## src/rtl/dtg_pkg.sv

```systemverilog
package dtg_pkg;
    // Segment order within a line or frame; the state machine walks it in this order.
    localparam int NSEG      = 5;
    localparam int SEG_REF   = 0;
    localparam int SEG_SYNC  = 1;
    localparam int SEG_BACK  = 2;
    localparam int SEG_ACT   = 3;
    localparam int SEG_FRONT = 4;
    localparam int CTRL_ADDR = 5;

    typedef enum logic [2:0] {
        PH_IDLE  = 3'd0,
        PH_REF   = 3'd1,
        PH_SYNC  = 3'd2,
        PH_BACK  = 3'd3,
        PH_ACT   = 3'd4,
        PH_FRONT = 3'd5
    } phase_e;

    typedef struct packed {
        logic       found;
        logic [2:0] idx;
    } pick_t;
endpackage

```

## src/rtl/dtg_clkdiv.sv

```systemverilog
module dtg_clkdiv #(
    parameter int DW = 8
) (
    input  logic          clk,
    input  logic          rst_n,
    input  logic [DW-1:0] div,
    output logic          ce
);
    localparam int AW = DW + 1;

    logic [AW-1:0] acc;
    logic [AW-1:0] acc_n;

    // Half-step accumulator: add 2 per cycle, fire when the sum reaches D+2.
    always_comb begin
        ce    = (acc >= AW'(div));
        acc_n = ce ? (acc - AW'(div)) : (acc + AW'(2));
    end

    always_ff @(posedge clk or negedge rst_n) begin
        if (!rst_n) acc <= '0;
        else        acc <= acc_n;
    end


    full_rate_chk: assert property (@(posedge clk) disable iff (!rst_n)
        (div == '0) |-> ce);
endmodule

```

## src/rtl/dtg_regs.sv

```systemverilog
module dtg_regs import dtg_pkg::*; #(
    parameter int CW = 16,
    parameter int DW = 8,
    parameter int AW = 3
) (
    input  logic                      clk,
    input  logic                      rst_n,
    input  logic                      we,
    input  logic [AW-1:0]             addr,
    input  logic [2*CW-1:0]           wdata,
    input  logic                      load,
    output logic [NSEG-1:0][CW-1:0]   h_live,
    output logic [NSEG-1:0][CW-1:0]   v_live,
    output logic [NSEG-1:0][CW-1:0]   h_sh,
    output logic [NSEG-1:0][CW-1:0]   v_sh,
    output logic                      hpol,
    output logic                      vpol,
    output logic                      de_off,
    output logic [DW-1:0]             div
);
    // Timing words: vertical in the upper half, horizontal in the lower half.
    always_ff @(posedge clk or negedge rst_n) begin
        if (!rst_n) begin
            h_live <= '0;
            v_live <= '0;
        end else begin
            for (int i = 0; i < NSEG; i++) begin
                if (we && addr == AW'(i)) begin
                    h_live[i] <= wdata[CW-1:0];
                    v_live[i] <= wdata[2*CW-1:CW];
                end
            end
        end
    end

    // Working copy used by the counters; loaded only at a frame boundary or while idle.
    always_ff @(posedge clk or negedge rst_n) begin
        if (!rst_n) begin
            h_sh <= '0;
            v_sh <= '0;
        end else if (load) begin
            h_sh <= h_live;
            v_sh <= v_live;
        end
    end

    always_ff @(posedge clk or negedge rst_n) begin
        if (!rst_n) begin
            hpol   <= 1'b0;
            vpol   <= 1'b0;
            de_off <= 1'b0;
            div    <= '0;
        end else if (we && addr == AW'(CTRL_ADDR)) begin
            hpol   <= wdata[0];
            vpol   <= wdata[1];
            de_off <= wdata[2];
            div    <= wdata[8 +: DW];
        end
    end
endmodule

```

## src/rtl/dtg_axis.sv

```systemverilog
module dtg_axis import dtg_pkg::*; #(
    parameter int CW = 16
) (
    input  logic                    clk,
    input  logic                    rst_n,
    input  logic                    step,
    input  logic                    start,
    input  logic                    run,
    input  logic                    take_new,
    input  logic                    nrun,
    input  logic [NSEG-1:0][CW-1:0] len,
    input  logic [NSEG-1:0][CW-1:0] nlen,
    output phase_e                  phase,
    output logic [CW-1:0]           cnt,
    output logic                    last
);
    // Lowest segment index at or above 'from' whose length is nonzero.
    function automatic pick_t first_nz(input logic [NSEG-1:0][CW-1:0] l, input int from);
        pick_t p;
        p = '0;
        for (int i = NSEG - 1; i >= 0; i--) begin
            if (i >= from && l[i] != '0) begin
                p.found = 1'b1;
                p.idx   = 3'(i);
            end
        end
        return p;
    endfunction

    phase_e        phase_n;
    logic [CW-1:0] cnt_n;
    int            cur;
    logic          seg_end;
    pick_t         later;
    pick_t         wrap_pick;

    always_comb begin
        cur       = (phase == PH_IDLE) ? 0 : (int'(phase) - 1);
        seg_end   = (phase != PH_IDLE) && (cnt == len[cur] - CW'(1));
        later     = first_nz(len, cur + 1);
        last      = seg_end && !later.found;
        wrap_pick = '0;
        phase_n   = phase;
        cnt_n     = cnt;
        unique case (phase)
            PH_IDLE: begin
                if (start && run) begin
                    wrap_pick = first_nz(len, 0);
                    phase_n   = phase_e'(wrap_pick.idx + 3'd1);
                    cnt_n     = '0;
                end
            end
            default: begin
                if (step) begin
                    if (!seg_end) begin
                        cnt_n = cnt + CW'(1);
                    end else if (later.found) begin
                        phase_n = phase_e'(later.idx + 3'd1);
                        cnt_n   = '0;
                    end else if (take_new && !nrun) begin
                        phase_n = PH_IDLE;
                        cnt_n   = '0;
                    end else begin
                        wrap_pick = first_nz(take_new ? nlen : len, 0);
                        phase_n   = phase_e'(wrap_pick.idx + 3'd1);
                        cnt_n     = '0;
                    end
                end
            end
        endcase
    end

    always_ff @(posedge clk or negedge rst_n) begin
        if (!rst_n) begin
            phase <= PH_IDLE;
            cnt   <= '0;
        end else begin
            phase <= phase_n;
            cnt   <= cnt_n;
        end
    end


    hold_chk: assert property (@(posedge clk) disable iff (!rst_n)
        (phase != PH_IDLE && !step) |=> ($stable(cnt) && $stable(phase)));


    seg_bound_chk: assert property (@(posedge clk) disable iff (!rst_n)
        (phase != PH_IDLE) |-> (cnt < len[cur]));
endmodule

```

## src/rtl/dtg_top.sv

```systemverilog
module dtg_top import dtg_pkg::*; #(
    parameter int CW = 16,
    parameter int DW = 8,
    parameter int AW = 3
) (
    input  logic            clk,
    input  logic            rst_n,
    input  logic            cfg_we,
    input  logic [AW-1:0]   cfg_addr,
    input  logic [2*CW-1:0] cfg_wdata,
    output logic            pix_ce,
    output logic            hsync,
    output logic            vsync,
    output logic            de,
    output logic [CW-1:0]   px_x,
    output logic [CW-1:0]   px_y,
    output logic            vblank,
    output logic            frame_end
);
    logic [NSEG-1:0][CW-1:0] h_live, v_live, h_sh, v_sh;
    logic                    hpol, vpol, de_off;
    logic [DW-1:0]           div;
    logic                    run, nrun, load;
    logic                    h_last, v_last, h_wrap, v_leave_act;
    phase_e                  h_phase, v_phase;
    logic [CW-1:0]           h_cnt, v_cnt;
    logic                    vblank_q;

    assign run    = (h_sh[SEG_ACT] != '0) && (v_sh[SEG_ACT] != '0);
    assign nrun   = (h_live[SEG_ACT] != '0) && (v_live[SEG_ACT] != '0);
    assign h_wrap = pix_ce && h_last;
    assign load   = (pix_ce && !run) || (h_wrap && v_last);

    dtg_clkdiv #(.DW(DW)) u_div (
        .clk(clk), .rst_n(rst_n), .div(div), .ce(pix_ce)
    );

    dtg_regs #(.CW(CW), .DW(DW), .AW(AW)) u_regs (
        .clk(clk), .rst_n(rst_n), .we(cfg_we), .addr(cfg_addr), .wdata(cfg_wdata),
        .load(load), .h_live(h_live), .v_live(v_live), .h_sh(h_sh), .v_sh(v_sh),
        .hpol(hpol), .vpol(vpol), .de_off(de_off), .div(div)
    );

    dtg_axis #(.CW(CW)) u_hax (
        .clk(clk), .rst_n(rst_n), .step(pix_ce), .start(pix_ce), .run(run),
        .take_new(v_last), .nrun(nrun), .len(h_sh), .nlen(h_live),
        .phase(h_phase), .cnt(h_cnt), .last(h_last)
    );

    dtg_axis #(.CW(CW)) u_vax (
        .clk(clk), .rst_n(rst_n), .step(h_wrap), .start(pix_ce), .run(run),
        .take_new(1'b1), .nrun(nrun), .len(v_sh), .nlen(v_live),
        .phase(v_phase), .cnt(v_cnt), .last(v_last)
    );

    assign v_leave_act = h_wrap && (v_phase == PH_ACT) && (v_cnt == v_sh[SEG_ACT] - CW'(1));

    always_ff @(posedge clk or negedge rst_n) begin
        if (!rst_n)      vblank_q <= 1'b0;
        else if (pix_ce) vblank_q <= v_leave_act;
    end

    // Output decode from the two axis states.
    always_comb begin
        hsync     = (h_phase == PH_SYNC) ^ hpol;
        vsync     = (v_phase == PH_SYNC) ^ vpol;
        de        = !de_off && (h_phase == PH_ACT) && (v_phase == PH_ACT);
        px_x      = (h_phase == PH_ACT) ? h_cnt : '0;
        px_y      = (v_phase == PH_ACT) ? v_cnt : '0;
        vblank    = vblank_q;
        frame_end = (h_phase == PH_ACT) && (h_cnt == h_sh[SEG_ACT] - CW'(1)) &&
                    (v_phase == PH_ACT) && (v_cnt == v_sh[SEG_ACT] - CW'(1));
    end


    idle_quiet_chk: assert property (@(posedge clk) disable iff (!rst_n)
        !run |-> (px_x == '0 && px_y == '0 && !de && !frame_end));


    shadow_hold_chk: assert property (@(posedge clk) disable iff (!rst_n)
        (run && !pix_ce) |=> ($stable(h_sh) && $stable(v_sh)));


    vblank_src_chk: assert property (@(posedge clk) disable iff (!rst_n)
        $rose(vblank) |-> ($past(v_phase) == PH_ACT));
endmodule

```

## config.mk

```make
export PLATFORM = sky130hd
export DESIGN_NAME = dtg_top
export DESIGN_NICKNAME = d
export VERILOG_FILES = /design/src/rtl/dtg_pkg.sv /design/src/rtl/dtg_clkdiv.sv /design/src/rtl/dtg_regs.sv /design/src/rtl/dtg_axis.sv /design/src/rtl/dtg_top.sv
export SDC_FILE = /design/constraint.sdc
export NUM_CORES = 1
export LEC_CHECK = 0
export BUFFER_PORTS_ARGS = -buffer_cell sky130_fd_sc_hd__buf_2
export CORE_MARGIN = 4
export CORE_UTILIZATION = 60
export CTS_BUF_LIST = sky130_fd_sc_hd__clkbuf_8
export DETAILED_ROUTE_END_ITERATION = 16
export GPL_ROUTABILITY_DRIVEN = 0
export PLACE_DENSITY = 0.78
export SYNTH_ARGS = -nofsm -noshare
export SYNTH_HDL_FRONTEND = slang
export SYNTH_HIERARCHICAL = 1
export SYNTH_SLANG_ARGS = --single-unit
```

## constraint.sdc

```tcl
create_clock -name clk -period 6.8 [get_ports clk]
set_input_delay 0.34 -clock clk [delete_from_list [all_inputs] [get_ports clk]]
set_output_delay 0.34 -clock clk [all_outputs]
set_load 0.1 [all_outputs]
```

==> results.py, run 1 <==
metrics = {
    "finish": {
        "final_common_cell": "dfrtp_1",
        "diodes": 0,
        "multi_input_area_um2": 11300,
        "mostFrequentLayoutCells": "dfrtp_1, mux2_2, nor2_1, nand2_1, nor4_1",
        "final_cells": 2587,
        "final_nets": 2152,
        "areaGrowthSynthToFinish_pct": 9.84,
        "fillCellCount": 2581,
        "final_cell_area_um2": 23500,
        "seq_area_um2": 9490,
        "drive_above_1_share_pct": 25.8,
    },
    "logic_synthesis": {
        "syn_avg_cell_area_um2": 10.8,
        "ys_seq_elements": 379,
        "synth_top_area_share_pct": 44.3,
        "synth_top_area_cell": "dfrtp_1",
        "syn_area_um2": 21400,
        "synth_area_leaders": "dfrtp_1, mux2_2, nor4_1, xnor2_1, nor2_1",
        "synth_edf_count": 0,
        "synth_cell_types": 86,
        "yosysSeqAreaShare_pct": 44.3,
        "async_flop_share_pct": 100,
        "synthFlopType": "dfrtp_1",
        "syn_inst": 1992,
        "yosys_warnings": 6,
    },
    "setup_path": {
        "cp.arrival_ns": 7.05,
        "slowest_stage": "a222oi_1",
        "critical_path_class": "register to register",
        "cp_slowest_stage_delay_ns": 0.77,
        "crit_buf_inv": 0,
        "cpMostUsedCell": "a21oi_1",
        "cp_cell_sequence": "nand2b_2 -> a21oi_1 -> o21ai_1 -> a222oi_1 -> nand4b_1 -> or4_1 -> a2111oi_0 -> nand3_1 -> nor2_4 -> nor4b_1 -> nand4_1 -> o22ai_1 -> a21oi_1 -> o32ai_1 -> ha_1 -> xor2_1 -> a21oi_1 -> or4_1 -> nand3_1",
        "crit_family": "simple AND/OR/NAND/NOR gates",
        "worst_ep_required_time_ns": 7.39,
        "start_kind": "register",
        "crit_path_end_kind": "register",
        "worstPathMaxFanout": 19,
    },
    "detailed_routing": {
        "antenna_left": 0,
        "wl_per_cell_um": 23.1,
        "vias": 17074,
        "firstDrtPassIters": 6,
        "drc": 0,
        "drt_iter0_markers": 2207,
        "routed_wl_mm": 59.9,
        "detail_route.vias_per_cell": 6.60,
    },
    "global_route": {
        "grt_pass1_wl_mm": 93.9,
        "track_usage_pct": 30.4,
        "grt_pass1_vias": 16451,
        "grt_max_degree": 166,
        "antenna_found_initial": 1,
        "grt-ovfl-total": 0,
    },
    "placed_design": {
        "postPlaceCellArea_um2": 22100,
        "dpl.hpwl_mm": 42.1,
        "dp.cells": 2461,
        "io_buffers": 75,
    },
    "sta": {
        "final-setup-viol-count": 0,
        "finalHoldViolations": 0,
        "finalSetupTns_ns": 0,
        "rsz0062_at_grt": "no",
        "max_clock_freq_ghz": 0.155,
        "fin_skew_ns": 0.0322,
        "period_share_pct": 95.0,
        "min_period_ns": 6.46,
        "slew_violations": 0,
        "slew-limit-headroom_pct": 28.4,
        "tightestPinTransition_ns": 1.07,
        "holdWs_ns": 0.0341,
    },
    "floorplanning": {
        "chipHeight_um": 197,
        "placementRows": 68,
        "design.core.area_um2": 34900,
        "fp.dieArea_um2": 38800,
        "dieWidth_um": 197,
        "start_util_pct": 61.4,
        "io_pins": 76,
    },
    "clock_network": {
        "clock_path_buffers": 3,
        "numCtsBuffers": 60,
        "cts_tree": "built",
        "htree_levels": 2,
        "clkTransAtPathRegs_ns": 0.07,
        "clock-sinks": 379,
        "cts_root_buf": "clkbuf_8",
        "clk_latency_ns": 0.67,
    },
    "power": {
        "power_density_nw_per_um2": 364,
        "power_leakage_uw": 0.0104,
        "total_power_uw": 8560,
        "vdd_drop_max_mv": 0.424,
    },
    "run": {
        "cap_violations": 0,
    },
    "outcome": {
        "outcome": "finished clean",
    },
    "hold_path": {
        "worstHoldPathType": "input port to register",
    },
}
[synth_stat cells (36+ instances only)]
library cell / n
mux2i_1: 36
nand4_1: 36
nor4_1: 90
mux2_2: 316
dfrtp_1: 379
a21oi_1: 61
nand3_1: 61
nor3_1: 53
xnor2_1: 60
o21ai_0: 80
nor2_1: 119
and2_1: 38
nand2_1: 94
inv_1: 44
xor2_1: 37
[registers in the layout, summed over array words and instances, names as in the netlist]
name and count:
u_regs/v_live 80, u_regs/hpol 1, u_regs/vpol 1, u_regs/h_sh 80, u_hax/cnt 16, u_regs/de_off 1, u_regs/v_sh 80, u_div/acc 9
vblank 1, u_regs/div 8, u_vax/phase 3, u_regs/h_live 80, u_vax/cnt 16, u_hax/phase 3
[final timing paths]
path / slack [ns] / to / start / cells after the start
max in group asynchronous: 4.93 / u_regs/h_sh[11] / rst_n / 3
worst min register to register: 0.51 / u_regs/de_off / u_regs/de_off / 1
min in group asynchronous: 0.38 / u_regs/v_sh[51] / rst_n / 2
worst max-delay path: 0.34 / u_hax/phase[2] / u_vax/phase[2] / 19
worst max register to register: 0.34 / u_hax/phase[2] / u_vax/phase[2] / 19
worst min-delay path: 0.03 / u_regs/v_live[58] / cfg_wdata[26] / 2
[area by class of cell]
cell class | instances | area share (%)
well taps | 455 | 2.42
clock inverters | 38 | 1.25
repair buffers | 110 | 3.07
clock buffers | 73 | 4.27
multi-input cells | 1484 | 47.9
inverters | 48 | 0.766
flip-flops and latches | 379 | 40.3
[through the flow]
step	utilization [%]	worst slack [ns]
global placement	63.3	0.404
finish	67.4	0.339
CTS	67.4	0.0409
global route	67.4	0.0208
detailed placement	63.3	0.0991
floorplan	-	1.34
[cell families after synthesis]
family,count (synthesis),synth area share (%)
xor gates and xnor gates,97,3.97
muxes,370,19.3
AOI/OAI and AO/OA,311,9.67
and+or+nand+nor,658,17.2
adders and majority gates,31,1.85
other,5,0.0876
buffers and inverters,141,3.65
DFF,379,44.3
[routing by layer]
layer | share of wire (%) | vias to the layer above | global-route usage, % | wire, um
li1 | - | 7611 | - | -
met1 | 44 | 8426 | 46.1 | 26200
met2 | 43 | 899 | 44.8 | 25800
met3 | 11 | 138 | 6.74 | 6340
met4 | 2.4 | 0 | 7.37 | 1460
met5 | 0 | - | 0 | 0
[what timing repair did]
item,4_1_cts,5_1_grt
setup endpoints to repair,0,3
buffers inserted,0,0
hold buffers,15,0
gates resized for setup,0,5
endpoints found under the hold margin,193,0
[power by group]
| group | leakage [uW] | total (uW) | internal, uW | switching, uW |
|---|---|---|---|---|
| combinational | 0.00494 | 2430 | 1240 | 1190 |
| sequential | 0.00469 | 4060 | 3000 | 1060 |
| clock | 0.000748 | 2070 | 1130 | 936 |
(Power assumes the default switching activity.)
==> inputs of run 2 (changes only) <==
Settings changed: SYNTH_HIERARCHICAL 1 to unset.
==> run 2 against run 1 <==
Hold slack better by 0.022 ns. Largest power group unchanged. Combinational power is 55% higher. Wire length is 2.9% lower. Sequential share of layout area barely moved. Highest routed layer unchanged. Synthesized cell count fell by 2.5%. Final area about the same. First-iteration DRC count fell by 17%. Critical path depth down 1.
==> results.py, run 2 <==
metrics = {
    "setup_path": {
        "cp.arrival_ns": 6.61,
        "worstPathMaxFanout": 39,
        "cp_cell_sequence": "nor2_1 -> ha_1 -> nand4bb_1 -> o21a_1 -> o2111a_1 -> nor2_1 -> ha_1 -> a21boi_0 -> nand4_1 -> nor4_2 -> nand2b_1 -> nand3_1 -> or4b_4 -> nor3_2 -> nor2b_4 -> o21a_4 -> buf_12 -> mux2_2",
        "worst-r2r-cell-count": 18,
        "r2r-start": "u_hax.phase[0]",
        "slowest_stage": "or4b_4",
        "crit_buf_inv": 1,
        "start_kind": "register",
        "r2r_slack_ns": 0.66,
        "crit_path_end_kind": "register",
        "critical_path_class": "register to register",
        "cp.depth": 18,
        "cp_slowest_stage_delay_ns": 0.55,
        "crit_family": "simple AND/OR/NAND/NOR gates",
        "r2r_end": "u_regs.h_sh[0]",
        "worst_ep_required_time_ns": 7.27,
    },
    "clock_network": {
        "numCtsBuffers": 66,
        "clk_latency_ns": 0.63,
        "cts_tree": "built",
        "htree_levels": 3,
        "clkTransAtPathRegs_ns": 0.07,
        "clock_path_buffers": 3,
        "post_cts_resized": 0,
        "cts_root_buf": "clkbuf_8",
        "clock-sinks": 379,
    },
    "floorplanning": {
        "fp.dieArea_um2": 39000,
        "start_util_pct": 60.8,
        "placementRows": 69,
        "design.core.area_um2": 35500,
        "chipHeight_um": 198,
        "dieWidth_um": 198,
        "io_pins": 76,
    },
    "sta": {
        "finalHoldViolations": 0,
        "slew_violations": 0,
        "period_share_pct": 90.3,
        "tightestPinTransition_ns": 1.06,
        "slew-limit-headroom_pct": 28.9,
        "min_period_ns": 6.14,
        "max_clock_freq_ghz": 0.163,
        "finalSetupTns_ns": 0,
        "rsz0062_at_grt": "no",
        "fin_skew_ns": 0.0494,
        "final-setup-viol-count": 0,
    },
    "global_route": {
        "grt_pass1_wl_mm": 92.6,
        "grt_pass1_vias": 16486,
        "grt-ovfl-total": 0,
        "grt_max_degree": 187,
        "antenna_found_initial": 2,
        "track_usage_pct": 29.9,
    },
    "logic_synthesis": {
        "synth_cell_types": 92,
        "synth_edf_count": 0,
        "synth_top_area_cell": "dfrtp_1",
        "yosys_warnings": 0,
        "syn_avg_cell_area_um2": 11.1,
        "syn_inst": 1943,
        "synthFlopType": "dfrtp_1",
        "yosys-top-cells-count": "dfrtp_1, mux2_2, nand2_1",
        "ys_seq_elements": 379,
        "async_flop_share_pct": 100,
        "synth_top_area_share_pct": 44.0,
        "yosysMostFrequentCell": "dfrtp_1",
        "yosysSeqAreaShare_pct": 44.0,
        "synth_area_leaders": "dfrtp_1, mux2_2, mux2_4, ha_1, nor4_1",
        "syn_area_um2": 21600,
    },
    "finish": {
        "final_nets": 2084,
        "fin_util_pct": 66.3,
        "diodes": 0,
        "fillCellCount": 2652,
        "areaGrowthSynthToFinish_pct": 9.07,
        "mostFrequentLayoutCells": "dfrtp_1, mux2_2, nand2_1, mux2_4, o21ai_0",
        "drive_above_1_share_pct": 26.5,
        "final_common_cell": "dfrtp_1",
    },
    "hold_path": {
        "hold_end": "u_regs.v_live[35]",
        "holdPathStages": 2,
        "min_from": "cfg_wdata[19]",
        "worstHoldPathType": "input port to register",
    },
    "detailed_routing": {
        "firstDrtPassIters": 8,
        "detail_route.vias_per_cell": 6.60,
        "routed_wl_mm": 58.1,
        "drc": 0,
        "wl_per_cell_um": 23.1,
        "drt_iter0_markers": 1833,
        "vias": 16611,
        "antenna_left": 0,
    },
    "power": {
        "power_leakage_uw": 0.0102,
        "vdd_drop_max_mv": 0.265,
        "power_density_nw_per_um2": 418,
    },
    "run": {
        "cap_violations": 0,
    },
    "placed_design": {
        "dpl.hpwl_mm": 41.6,
        "io_buffers": 75,
    },
    "outcome": {
        "outcome": "finished clean",
    },
}
-- run 2: cell count changes after synthesis, sizes merged, moves of 13 or more --
cell    change
buf        -14
clkbuf     +33
nand2      +15
nand3      -28
nor2       -40
nor3       -16
nor4b      -13
o22ai      -17
o31ai      +14
-- run 2: cell families (layout without fill, tap and decap cells) --
kind of cell               Yosys count  count (layout)  synth area share (%)
xor gates and xnor gates            90              90                  3.66
AOI/OAI and AO/OA                  343             343                  11.0
and+or+nand+nor                    558             558                  14.2
DFF                                379             379                  44.0
adders and majority gates           42              42                  2.47
other                                2               9                0.0348
muxes                              364             364                  20.5
buffers and inverters              165             271                  4.15
-- run 2: timing repair --
item | CTS | global route
buffers inserted | 0 | 0
hold endpoints to repair | 117 | 0
hold buffers | 1 | 0
-- run 2: metrics by stage --
step | setup slack (ns) | instance area (um2) | hold slack (ns) | instances | power (uW)
global placement | 1.07 | 22100 | 0.467 | 2396 | 7300
CTS | 0.784 | 23500 | 0.0154 | 2517 | 9730
floorplan | 1.39 | 21600 | 0.0444 | 1950 | 6430
finish | 0.659 | 23500 | 0.0563 | 2517 | 9820
detailed placement | 0.816 | 22100 | 0.466 | 2396 | 7490
global route | 0.227 | 23500 | 0.0408 | 2517 | 10400
-- run 2: area by class of cell --
cell class / instances / area [um2] / share of cell area (%)
Tap cell: 461 / 577 / 2.45
Sequential cell: 379 / 9490 / 40.3
Inverter: 53 / 199 / 0.846
Multi-Input combinational cell: 1406 / 11200 / 47.7
Clock buffer: 79 / 1090 / 4.62
Timing Repair Buffer: 98 / 623 / 2.65
Clock inverter: 41 / 315 / 1.34
-- run 2: where the power goes --
group          switching (uW)  internal, uW
logic                    2000          1760
clock network             958          1250
registers                 912          2940
total                    3870          5950
-- run 2: worst max-delay path by stage --
stage	slack, ns	start	endpoint
floorplan	1.39	u_regs.v_sh[50]	frame_end
global placement	1.07	u_hax.phase[1]	u_regs.h_sh[27]
detailed placement	0.82	u_hax.phase[1]	u_regs.h_sh[27]
CTS	0.78	u_hax.phase[0]	u_regs.h_sh[27]
global route	0.23	u_hax.phase[1]	u_regs.h_sh[27]
finish	0.66	u_hax.phase[0]	u_regs.h_sh[0]
-- run 2: per-layer routing --
metal	share of wire, %	global-route usage (%)	vias up
met2	43	43.1	873
met3	10	6.21	157
li1	-	-	7317
met4	3.3	10.8	0
met1	44	45.0	8264
met5	0	0	-
